<file path="config.mk">
export PLATFORM = sky130hd
export DESIGN_NAME = spi_fifo_master
export DESIGN_NICKNAME = d
export VERILOG_FILES = /design/src/rtl/spi_pkg.sv /design/src/rtl/spi_fifo.sv /design/src/rtl/spi_engine.sv /design/src/rtl/spi_fifo_master.sv
export SDC_FILE = /design/constraint.sdc
export NUM_CORES = 1
export LEC_CHECK = 0
export ABC_AREA = 1
export BUFFER_PORTS_ARGS = -buffer_cell sky130_fd_sc_hd__buf_4
export CORE_AREA = 2 2 406 408
export CTS_CLUSTER_DIAMETER = 100
export DETAILED_ROUTE_END_ITERATION = 10
export DIE_AREA = 0 0 408 410
export GPL_ROUTABILITY_DRIVEN = 0
export PLACE_DENSITY_LB_ADDON = 0.3
export SYNTH_ARGS = -nofsm -noshare
export SYNTH_HDL_FRONTEND = slang
export SYNTH_SLANG_ARGS = --single-unit
export TNS_END_PERCENT = 20
</file>
<file path="constraint.sdc">
create_clock -name clk -period 4.9 [get_ports clk]
set_input_delay 0 -clock clk [delete_from_list [all_inputs] [get_ports clk]]
set_output_delay 0 -clock clk [all_outputs]
set_load 0.05 [all_outputs]
</file>
<file path="src/rtl/spi_pkg.sv">
package spi_pkg;

  typedef enum logic [5:0] {
    REG_CR0   = 6'h00,
    REG_CR1   = 6'h01,
    REG_CR2   = 6'h02,
    REG_STAT  = 6'h03,
    REG_ICTL  = 6'h04,
    REG_ISTAT = 6'h05,
    REG_DATA  = 6'h06,
    REG_REV   = 6'h18,
    REG_FEAT  = 6'h19
  } reg_ofs_e;

  localparam logic [31:0] REV_CODE = 32'h0001_1900;
  localparam logic [1:0]  OPM_MASTER = 2'b11;
  localparam logic [2:0]  FMT_SPI = 3'd1;

  typedef struct packed {
    logic [2:0] fmt;
    logic       loopb;
    logic       lsb;
    logic       fspo;
    logic [1:0] opm;
    logic       cpol;
    logic       cpha;
  } mode_cfg_t;

endpackage

</file>
<file path="src/rtl/spi_fifo.sv">
module spi_fifo #(
  parameter int W     = 32,
  parameter int DEPTH = 16
) (
  input  logic                       clk,
  input  logic                       rst_n,
  input  logic                       clr,
  input  logic                       in_valid,
  output logic                       in_ready,
  input  logic [W-1:0]               in_data,
  output logic                       out_valid,
  input  logic                       out_ready,
  output logic [W-1:0]               out_data,
  output logic [$clog2(DEPTH+1)-1:0] level
);
  localparam int AW = $clog2(DEPTH);
  localparam int CW = $clog2(DEPTH+1);

  logic [W-1:0]  mem [DEPTH];
  logic [AW-1:0] wr_ptr, rd_ptr;
  logic          do_push, do_pop;

  assign in_ready  = (level != CW'(DEPTH));
  assign out_valid = (level != '0);
  assign do_push   = in_valid && in_ready;
  assign do_pop    = out_valid && out_ready;
  assign out_data  = mem[rd_ptr];

  always_ff @(posedge clk) begin
    if (do_push && !clr) mem[wr_ptr] <= in_data;
  end

  always_ff @(posedge clk or negedge rst_n) begin
    if (!rst_n) begin
      wr_ptr <= '0;
      rd_ptr <= '0;
      level  <= '0;
    end else if (clr) begin
      wr_ptr <= '0;
      rd_ptr <= '0;
      level  <= '0;
    end else begin
      if (do_push) wr_ptr <= (wr_ptr == AW'(DEPTH-1)) ? '0 : wr_ptr + 1'b1;
      if (do_pop)  rd_ptr <= (rd_ptr == AW'(DEPTH-1)) ? '0 : rd_ptr + 1'b1;
      case ({do_push, do_pop})
        2'b10:   level <= level + 1'b1;
        2'b01:   level <= level - 1'b1;
        default: level <= level;
      endcase
    end
  end
endmodule

</file>
<file path="src/rtl/spi_engine.sv">
module spi_engine #(
  parameter int DATA_W = 32,
  parameter int DIV_W  = 16,
  parameter int LEN_W  = 5
) (
  input  logic              clk,
  input  logic              rst_n,
  input  logic              run,
  input  logic              tx_en,
  input  logic              rx_en,
  input  logic              out_en,
  input  logic              cpol,
  input  logic              cpha,
  input  logic              lsb_first,
  input  logic              loop_en,
  input  logic [LEN_W-1:0]  frame_len,
  input  logic [DIV_W-1:0]  div,
  input  logic              tx_valid,
  output logic              tx_ready,
  input  logic [DATA_W-1:0] tx_data,
  output logic              rx_valid,
  output logic [DATA_W-1:0] rx_data,
  input  logic              miso,
  output logic              sclk,
  output logic              mosi,
  output logic              busy
);
  logic              busy_q, lead_q, sclk_q;
  logic [DIV_W-1:0]  hc;
  logic [LEN_W-1:0]  bitcnt, idx;
  logic [DATA_W-1:0] txw, rxacc, rx_next;
  logic              start, tick, sample_now, last, tx_bit, in_bit;

  assign start      = !busy_q && run && tx_en && tx_valid;
  assign tick       = busy_q && (hc == div);
  assign sample_now = tick && (lead_q == cpha);
  assign last       = tick && lead_q && (bitcnt == frame_len);
  assign idx        = lsb_first ? bitcnt : frame_len - bitcnt;
  assign tx_bit     = txw[idx];
  assign in_bit     = loop_en ? tx_bit : miso;

  always_comb begin
    rx_next = rxacc;
    if (sample_now) rx_next[idx] = in_bit;
  end

  always_ff @(posedge clk or negedge rst_n) begin
    if (!rst_n) begin
      busy_q <= 1'b0;
      lead_q <= 1'b0;
      sclk_q <= 1'b0;
      hc     <= '0;
      bitcnt <= '0;
      txw    <= '0;
      rxacc  <= '0;
    end else if (!run) begin
      busy_q <= 1'b0;
      lead_q <= 1'b0;
      sclk_q <= cpol;
      hc     <= '0;
      bitcnt <= '0;
    end else if (!busy_q) begin
      sclk_q <= cpol;
      if (start) begin
        busy_q <= 1'b1;
        lead_q <= 1'b0;
        hc     <= '0;
        bitcnt <= '0;
        txw    <= tx_data;
        rxacc  <= '0;
      end
    end else if (tick) begin
      hc     <= '0;
      sclk_q <= ~sclk_q;
      lead_q <= ~lead_q;
      rxacc  <= rx_next;
      if (lead_q) begin
        if (bitcnt == frame_len) busy_q <= 1'b0;
        else                     bitcnt <= bitcnt + 1'b1;
      end
    end else begin
      hc <= hc + 1'b1;
    end
  end

  assign tx_ready = start;
  assign rx_valid = last && rx_en;
  assign rx_data  = rx_next;
  assign busy     = busy_q;
  assign sclk     = busy_q ? sclk_q : cpol;
  assign mosi     = out_en && busy_q && tx_bit;
endmodule

</file>
<file path="src/rtl/spi_fifo_master.sv">
module spi_fifo_master
  import spi_pkg::*;
#(
  parameter int DATA_W     = 32,
  parameter int FIFO_DEPTH = 16,
  parameter int DIV_W      = 16,
  parameter int NUM_SS     = 4
) (
  input  logic              clk,
  input  logic              rst_n,
  input  logic              bus_en,
  input  logic              bus_we,
  input  logic [5:0]        bus_addr,
  input  logic [31:0]       bus_wdata,
  output logic [31:0]       bus_rdata,
  output logic              sclk,
  output logic              mosi,
  input  logic              miso,
  output logic [NUM_SS-1:0] ss_pin
);
  localparam int LEN_W = $clog2(DATA_W);
  localparam int CNT_W = $clog2(FIFO_DEPTH+1);
  localparam int SS_W  = $clog2(NUM_SS);

  mode_cfg_t        cr0;
  logic [DIV_W-1:0] cr1_div;
  logic [LEN_W-1:0] cr1_len;
  logic [7:0]       cr1_pad;
  logic             c2_en, c2_oe, c2_rxen, c2_txen, c2_lvl;
  logic [SS_W-1:0]  c2_sel;

  logic              wr_en, cr2_wr, tx_clr, rx_clr, soft_rst, run;
  logic              tx_push, rx_pop;
  logic              tx_in_ready, tx_out_valid, tx_pop;
  logic [DATA_W-1:0] tx_head;
  logic              rx_in_ready, rx_out_valid, eng_rx_valid;
  logic [DATA_W-1:0] rx_head, eng_rx_data;
  logic [CNT_W-1:0]  tx_lvl, rx_lvl;
  logic              eng_busy;
  wire               unused_bits = ^bus_wdata;

  assign wr_en    = bus_en && bus_we;
  assign cr2_wr   = wr_en && (bus_addr == REG_CR2);
  assign soft_rst = cr2_wr && bus_wdata[6];
  assign tx_clr   = cr2_wr && (bus_wdata[3] || bus_wdata[6]);
  assign rx_clr   = cr2_wr && (bus_wdata[2] || bus_wdata[6]);
  assign tx_push  = wr_en && (bus_addr == REG_DATA);
  assign rx_pop   = bus_en && !bus_we && (bus_addr == REG_DATA);
  assign run      = c2_en && (cr0.opm == OPM_MASTER) && (cr0.fmt == FMT_SPI) && !soft_rst;

  always_ff @(posedge clk or negedge rst_n) begin
    if (!rst_n) begin
      cr0     <= '0;
      cr1_div <= '0;
      cr1_len <= '0;
      cr1_pad <= '0;
      c2_en   <= 1'b0;
      c2_oe   <= 1'b0;
      c2_rxen <= 1'b0;
      c2_txen <= 1'b0;
      c2_lvl  <= 1'b1;
      c2_sel  <= '0;
    end else if (wr_en) begin
      case (bus_addr)
        REG_CR0: begin
          cr0.cpha  <= bus_wdata[0];
          cr0.cpol  <= bus_wdata[1];
          cr0.opm   <= bus_wdata[3:2];
          cr0.fspo  <= bus_wdata[5];
          cr0.lsb   <= bus_wdata[6];
          cr0.loopb <= bus_wdata[7];
          cr0.fmt   <= bus_wdata[14:12];
        end
        REG_CR1: begin
          cr1_div <= bus_wdata[DIV_W-1:0];
          cr1_len <= bus_wdata[16 +: LEN_W];
          cr1_pad <= bus_wdata[31:24];
        end
        REG_CR2: begin
          c2_en   <= bus_wdata[0];
          c2_oe   <= bus_wdata[1];
          c2_rxen <= bus_wdata[7];
          c2_txen <= bus_wdata[8];
          c2_lvl  <= bus_wdata[9];
          c2_sel  <= bus_wdata[10 +: SS_W];
        end
        default: ;
      endcase
    end
  end

  always_comb begin
    bus_rdata = '0;
    case (bus_addr)
      REG_CR0: begin
        bus_rdata[0]     = cr0.cpha;
        bus_rdata[1]     = cr0.cpol;
        bus_rdata[3:2]   = cr0.opm;
        bus_rdata[5]     = cr0.fspo;
        bus_rdata[6]     = cr0.lsb;
        bus_rdata[7]     = cr0.loopb;
        bus_rdata[14:12] = cr0.fmt;
      end
      REG_CR1: begin
        bus_rdata[DIV_W-1:0]    = cr1_div;
        bus_rdata[16 +: LEN_W]  = cr1_len;
        bus_rdata[31:24]        = cr1_pad;
      end
      REG_CR2: begin
        bus_rdata[0]           = c2_en;
        bus_rdata[1]           = c2_oe;
        bus_rdata[7]           = c2_rxen;
        bus_rdata[8]           = c2_txen;
        bus_rdata[9]           = c2_lvl;
        bus_rdata[10 +: SS_W]  = c2_sel;
      end
      REG_STAT: begin
        bus_rdata[0]          = !rx_in_ready;
        bus_rdata[1]          = tx_in_ready;
        bus_rdata[2]          = eng_busy;
        bus_rdata[4 +: CNT_W] = rx_lvl;
        bus_rdata[12 +: CNT_W] = tx_lvl;
      end
      REG_DATA: if (rx_out_valid) bus_rdata[DATA_W-1:0] = rx_head;
      REG_REV:  bus_rdata = REV_CODE;
      REG_FEAT: begin
        bus_rdata[7:0]   = 8'(DATA_W-1);
        bus_rdata[15:8]  = 8'(FIFO_DEPTH-1);
        bus_rdata[23:16] = 8'(FIFO_DEPTH-1);
        bus_rdata[26]    = 1'b1;
        bus_rdata[27]    = 1'b1;
      end
      default: bus_rdata = '0;
    endcase
  end

  spi_fifo #(.W(DATA_W), .DEPTH(FIFO_DEPTH)) u_txq (
    .clk(clk), .rst_n(rst_n), .clr(tx_clr),
    .in_valid(tx_push), .in_ready(tx_in_ready), .in_data(bus_wdata[DATA_W-1:0]),
    .out_valid(tx_out_valid), .out_ready(tx_pop), .out_data(tx_head),
    .level(tx_lvl)
  );

  spi_fifo #(.W(DATA_W), .DEPTH(FIFO_DEPTH)) u_rxq (
    .clk(clk), .rst_n(rst_n), .clr(rx_clr),
    .in_valid(eng_rx_valid), .in_ready(rx_in_ready), .in_data(eng_rx_data),
    .out_valid(rx_out_valid), .out_ready(rx_pop), .out_data(rx_head),
    .level(rx_lvl)
  );

  spi_engine #(.DATA_W(DATA_W), .DIV_W(DIV_W), .LEN_W(LEN_W)) u_eng (
    .clk(clk), .rst_n(rst_n), .run(run), .tx_en(c2_txen), .rx_en(c2_rxen),
    .out_en(c2_oe), .cpol(cr0.cpol), .cpha(cr0.cpha), .lsb_first(cr0.lsb),
    .loop_en(cr0.loopb), .frame_len(cr1_len), .div(cr1_div),
    .tx_valid(tx_out_valid), .tx_ready(tx_pop), .tx_data(tx_head),
    .rx_valid(eng_rx_valid), .rx_data(eng_rx_data),
    .miso(miso), .sclk(sclk), .mosi(mosi), .busy(eng_busy)
  );

  for (genvar g = 0; g < NUM_SS; g++) begin : g_ss
    assign ss_pin[g] = (c2_sel == SS_W'(g)) ? (c2_lvl ^ ~cr0.fspo) : cr0.fspo;
  end
endmodule

</file>
==> flow_summary.yaml <==
routing:
  viasPerCell: 5.18
  drt_iter0_markers: 3472
  ant_nets: 0
  wl_per_cell_microns: 23.4
  firstDrtPassIters: 6
  wl_microns: 150000
  dr_total_vias: 33231
  route.detailed.drc: 0
sta:
  fin_skew_ps: 47.3
  whs_ps: 64.4
  setup_viol: 0
  setup_ws_ps: 519
  hold_violations: 0
  fmaxAchievable_ghz: 0.228
  finalCriticalPeriod_ps: 4380
  slew_violations: 0
  maxSlewHeadroom_pct: 18.8
  rsz0062_at_grt: "false"
  min_period_over_period_pct: 89.4
  worstMarginPinSlew_ps: 1210
  fin_setup_tns_ps: 0
floorplanning:
  pin_count: 81
  core-area_sq_um: 163000
  start_util_pct: 29.8
  dieArea_sq_um: 167000
  die_width_microns: 408
  die_y_microns: 410
  placementRows: 149
critical_path:
  critPathMostFrequentCell: "nand2_1"
  reg2reg_from: "cr1_len[0]"
  cp_max_fo: 11
  rrSetupSlack_ps: 770
  crit_path_end_kind: "output pin"
  slowest_delay_ps: 910
  cpMaxStageDelayCell: "nor3_1"
  path_cells: "inv_1 -> ha_1 -> inv_1 -> fa_1 -> inv_1 -> o21ai_1 -> nand2_1 -> nand2_1 -> nand2_1 -> nand2_1 -> nand2_1 -> nand2_1 -> nor2_1 -> nor3_1 -> buf_4"
  cp-start-kind: "flop"
  crit_arrival_ps: 4380
  r2r_end: "u_rxq.mem[0][30]"
  reg2reg_depth: 12
  cp-startpoint: "cr1_len[0]"
  crit_type: "reg -> out"
  cp.required_ps: 4900
synth:
  netlist_area_sq_um: 48700
  synth_seq_cells: 1184
  synth-main-ff-cell: "edfxtp_1"
  synth_cells: 4015
  synth.area.top_cells: "edfxtp_1 63%, dfrtp_1 8.2%, o21ai_0 5.1%, nor2_1 4.4%, nand2_1 4.3%"
  yosys.area.top_type: "edfxtp_1"
  synth.distinct_cells: 51
  ys_warn_count: 0
  synth_top_area_share_pct: 63.2
  synth_edf_count: 1024
  synth_fp_nets: 4083
  async_reset_ff_share_pct: 13.5
  ys_seq_area_share_pct: 71.4
  synth.avg_cell_area_sq_um: 12.1
place:
  placed_area_sq_um: 52100
  pre_cts_slack_ps: 791
  port_buffers: 80
  dp_hpwl_microns: 88400
clock_network:
  insertion_delay_ps: 780
  ctsLongestPathBuffers: 3
  cts_buffers: 133
  tritoncts: "done"
  cts.clk_slew.worst_paths_ps: 60
  clockRootBuffer: "clkbuf_16"
  post_cts_buffers: 0
  cts_num_sinks: 1184
  htreeDepth: 4
  hold_buffers: 42
  cts_resized: 0
min_path:
  hp-start: "bus_addr[1]"
  min_to: "u_rxq.rd_ptr[0]"
  min_path_type: "in -> reg"
  hold_path_depth: 8
global_route:
  grt_pass1_vias: 32000
  grt_max_degree: 228
  antenna_found_initial: 8
  track_usage_pct: 17.7
  grt_pass1_wl_microns: 220000
  globalRouteOverflowTotal: 0
final_layout:
  fillers: 15971
  utilization_pct: 34.8
  syn_to_final_growth_pct: 16.7
  final_area_sq_um: 56800
  post_route_cells_drive_above_1_share_pct: 11.3
  nets: 4190
power_and_ir_drop:
  irDropWorstVdd_v: 0.000296
  p_leak_nw: 19.1
  power_density_nw_per_um2: 400
run:
  cap_viol_max_count: 0
outcome:
  status: "completed"
-- stage by stage --
| step | cells | total power, mW |
|---|---|---|
| 2_1_floorplan | 4015 | 12.4 |
| 3_3_place_gp | 6134 | 13.2 |
| 3_5_place_dp | 6134 | 13.2 |
| 4_1_cts | 6419 | 22.9 |
| 5_1_grt | 6420 | 23.5 |
| 6_report | 6421 | 22.7 |
-- per-layer routing --
| metal | global-route usage [%] | wire length, microns | part of all wire [%] |
|---|---|---|---|
| met5 | 0 | 7 | 0.0047 |
| met4 | 5.31 | 3880 | 2.6 |
| met3 | 3.60 | 11600 | 7.7 |
| met2 | 27.0 | 67100 | 45 |
| met1 | 25.2 | 67800 | 45 |
-- synth_stat cells, drive strengths merged, types with 32 or more instances --
| cell type | instances |
|---|---|
| or2 | 35 |
| nand4 | 43 |
| o21a | 33 |
| nor2 | 575 |
| edfxtp | 1024 |
| nand3 | 175 |
| o21ai | 504 |
| and2 | 32 |
| dfrtp | 159 |
| o221ai | 86 |
| nand2 | 561 |
| clkbuf | 189 |
| buf | 50 |
| inv | 103 |
| o22ai | 122 |
| a21oi | 107 |
-- worst max-delay path by stage --
stage	slack [ps]	end	cells past startpoint
2_1_floorplan	510	u_rxq.mem[3][0]	12
3_3_place_gp	860	u_rxq.mem[7][5]	17
3_5_place_dp	790	u_rxq.mem[7][5]	17
4_1_cts	600	mosi	15
5_1_grt	270	mosi	15
6_report	520	mosi	15
-- worst max-delay path: cells and delay by family (launching register included) --
family          cells  cell delay, ps
buf+inv             4             550
simple gates        8            1490
compound gates      1             540
flops               1             390
fa+ha+maj           2             630
-- where the power goes --
part / total (mW) / leakage (nW) / switching, mW / internal (mW)
logic: 1.96 / 6.00 / 1.41 / 0.542
registers: 11.1 / 11.0 / 0.145 / 10.9
clock network: 9.71 / 2.07 / 4.13 / 5.57
-- final cells by class --
cell class | instances | area [sq um] | area share [%]
flip-flops and latches | 1184 | 34800 | 61.2
inverters | 107 | 414 | 0.729
diodes | 2 | 5.00 | 0.00881
clock buffers | 180 | 3670 | 6.46
repair buffers | 211 | 1810 | 3.19
well taps | 2189 | 2740 | 4.82
multi-input cells | 2485 | 12800 | 22.6
clock inverters | 63 | 578 | 1.02
-- placed cells by master (no fill, tap or decap), drive strengths merged, types with 5 or more instances in the layout --
| master | instances |
|---|---|
| edfxtp | 1024 |
| ha | 22 |
| dlygate4sd3 | 41 |
| or2 | 35 |
| clkbuf | 181 |
| o21ai | 504 |
| nor2 | 575 |
| clkinv | 52 |
| xnor2 | 8 |
| o2111ai | 12 |
| o32ai | 18 |
| nor3 | 18 |
| a22oi | 25 |
| buf | 169 |
| and2 | 32 |
| mux2 | 16 |
| o221ai | 86 |
| xor2 | 23 |
| nand3 | 175 |
| o22ai | 122 |
| inv | 110 |
| a21oi | 107 |
| nand4 | 43 |
| nand2 | 561 |
| a221oi | 7 |
| o21a | 33 |
| dfrtp | 159 |
| a31oi | 11 |
| o211ai | 25 |
| a221o | 7 |
| bufinv | 5 |
-- kinds of logic (layout without fill, tap and decap cells) --
| logic type | Yosys count | after routing | synth area share (%) |
|---|---|---|---|
| AOI/OAI and AO/OA | 969 | 969 | 11.9 |
| xor gates and xnor gates | 31 | 31 | 0.558 |
| adders and majority gates | 25 | 25 | 0.689 |
| buffers and inverters | 346 | 561 | 2.81 |
| DFF | 1184 | 1184 | 71.4 |
| muxes | 17 | 17 | 0.391 |
| other | 0 | 2 | 0 |
| and+or+nand+nor | 1443 | 1443 | 12.3 |
-- flip-flops by register name (all words and copies together), names as in the netlist, 8 cells and up --
register,flops
cr1_div,16
u_eng.rxacc,32
u_txq.mem,512
u_eng.txw,32
cr0,10
u_rxq.mem,512
cr1_pad,8
u_eng.hc,16
Power figures use the tool's default switching activity.
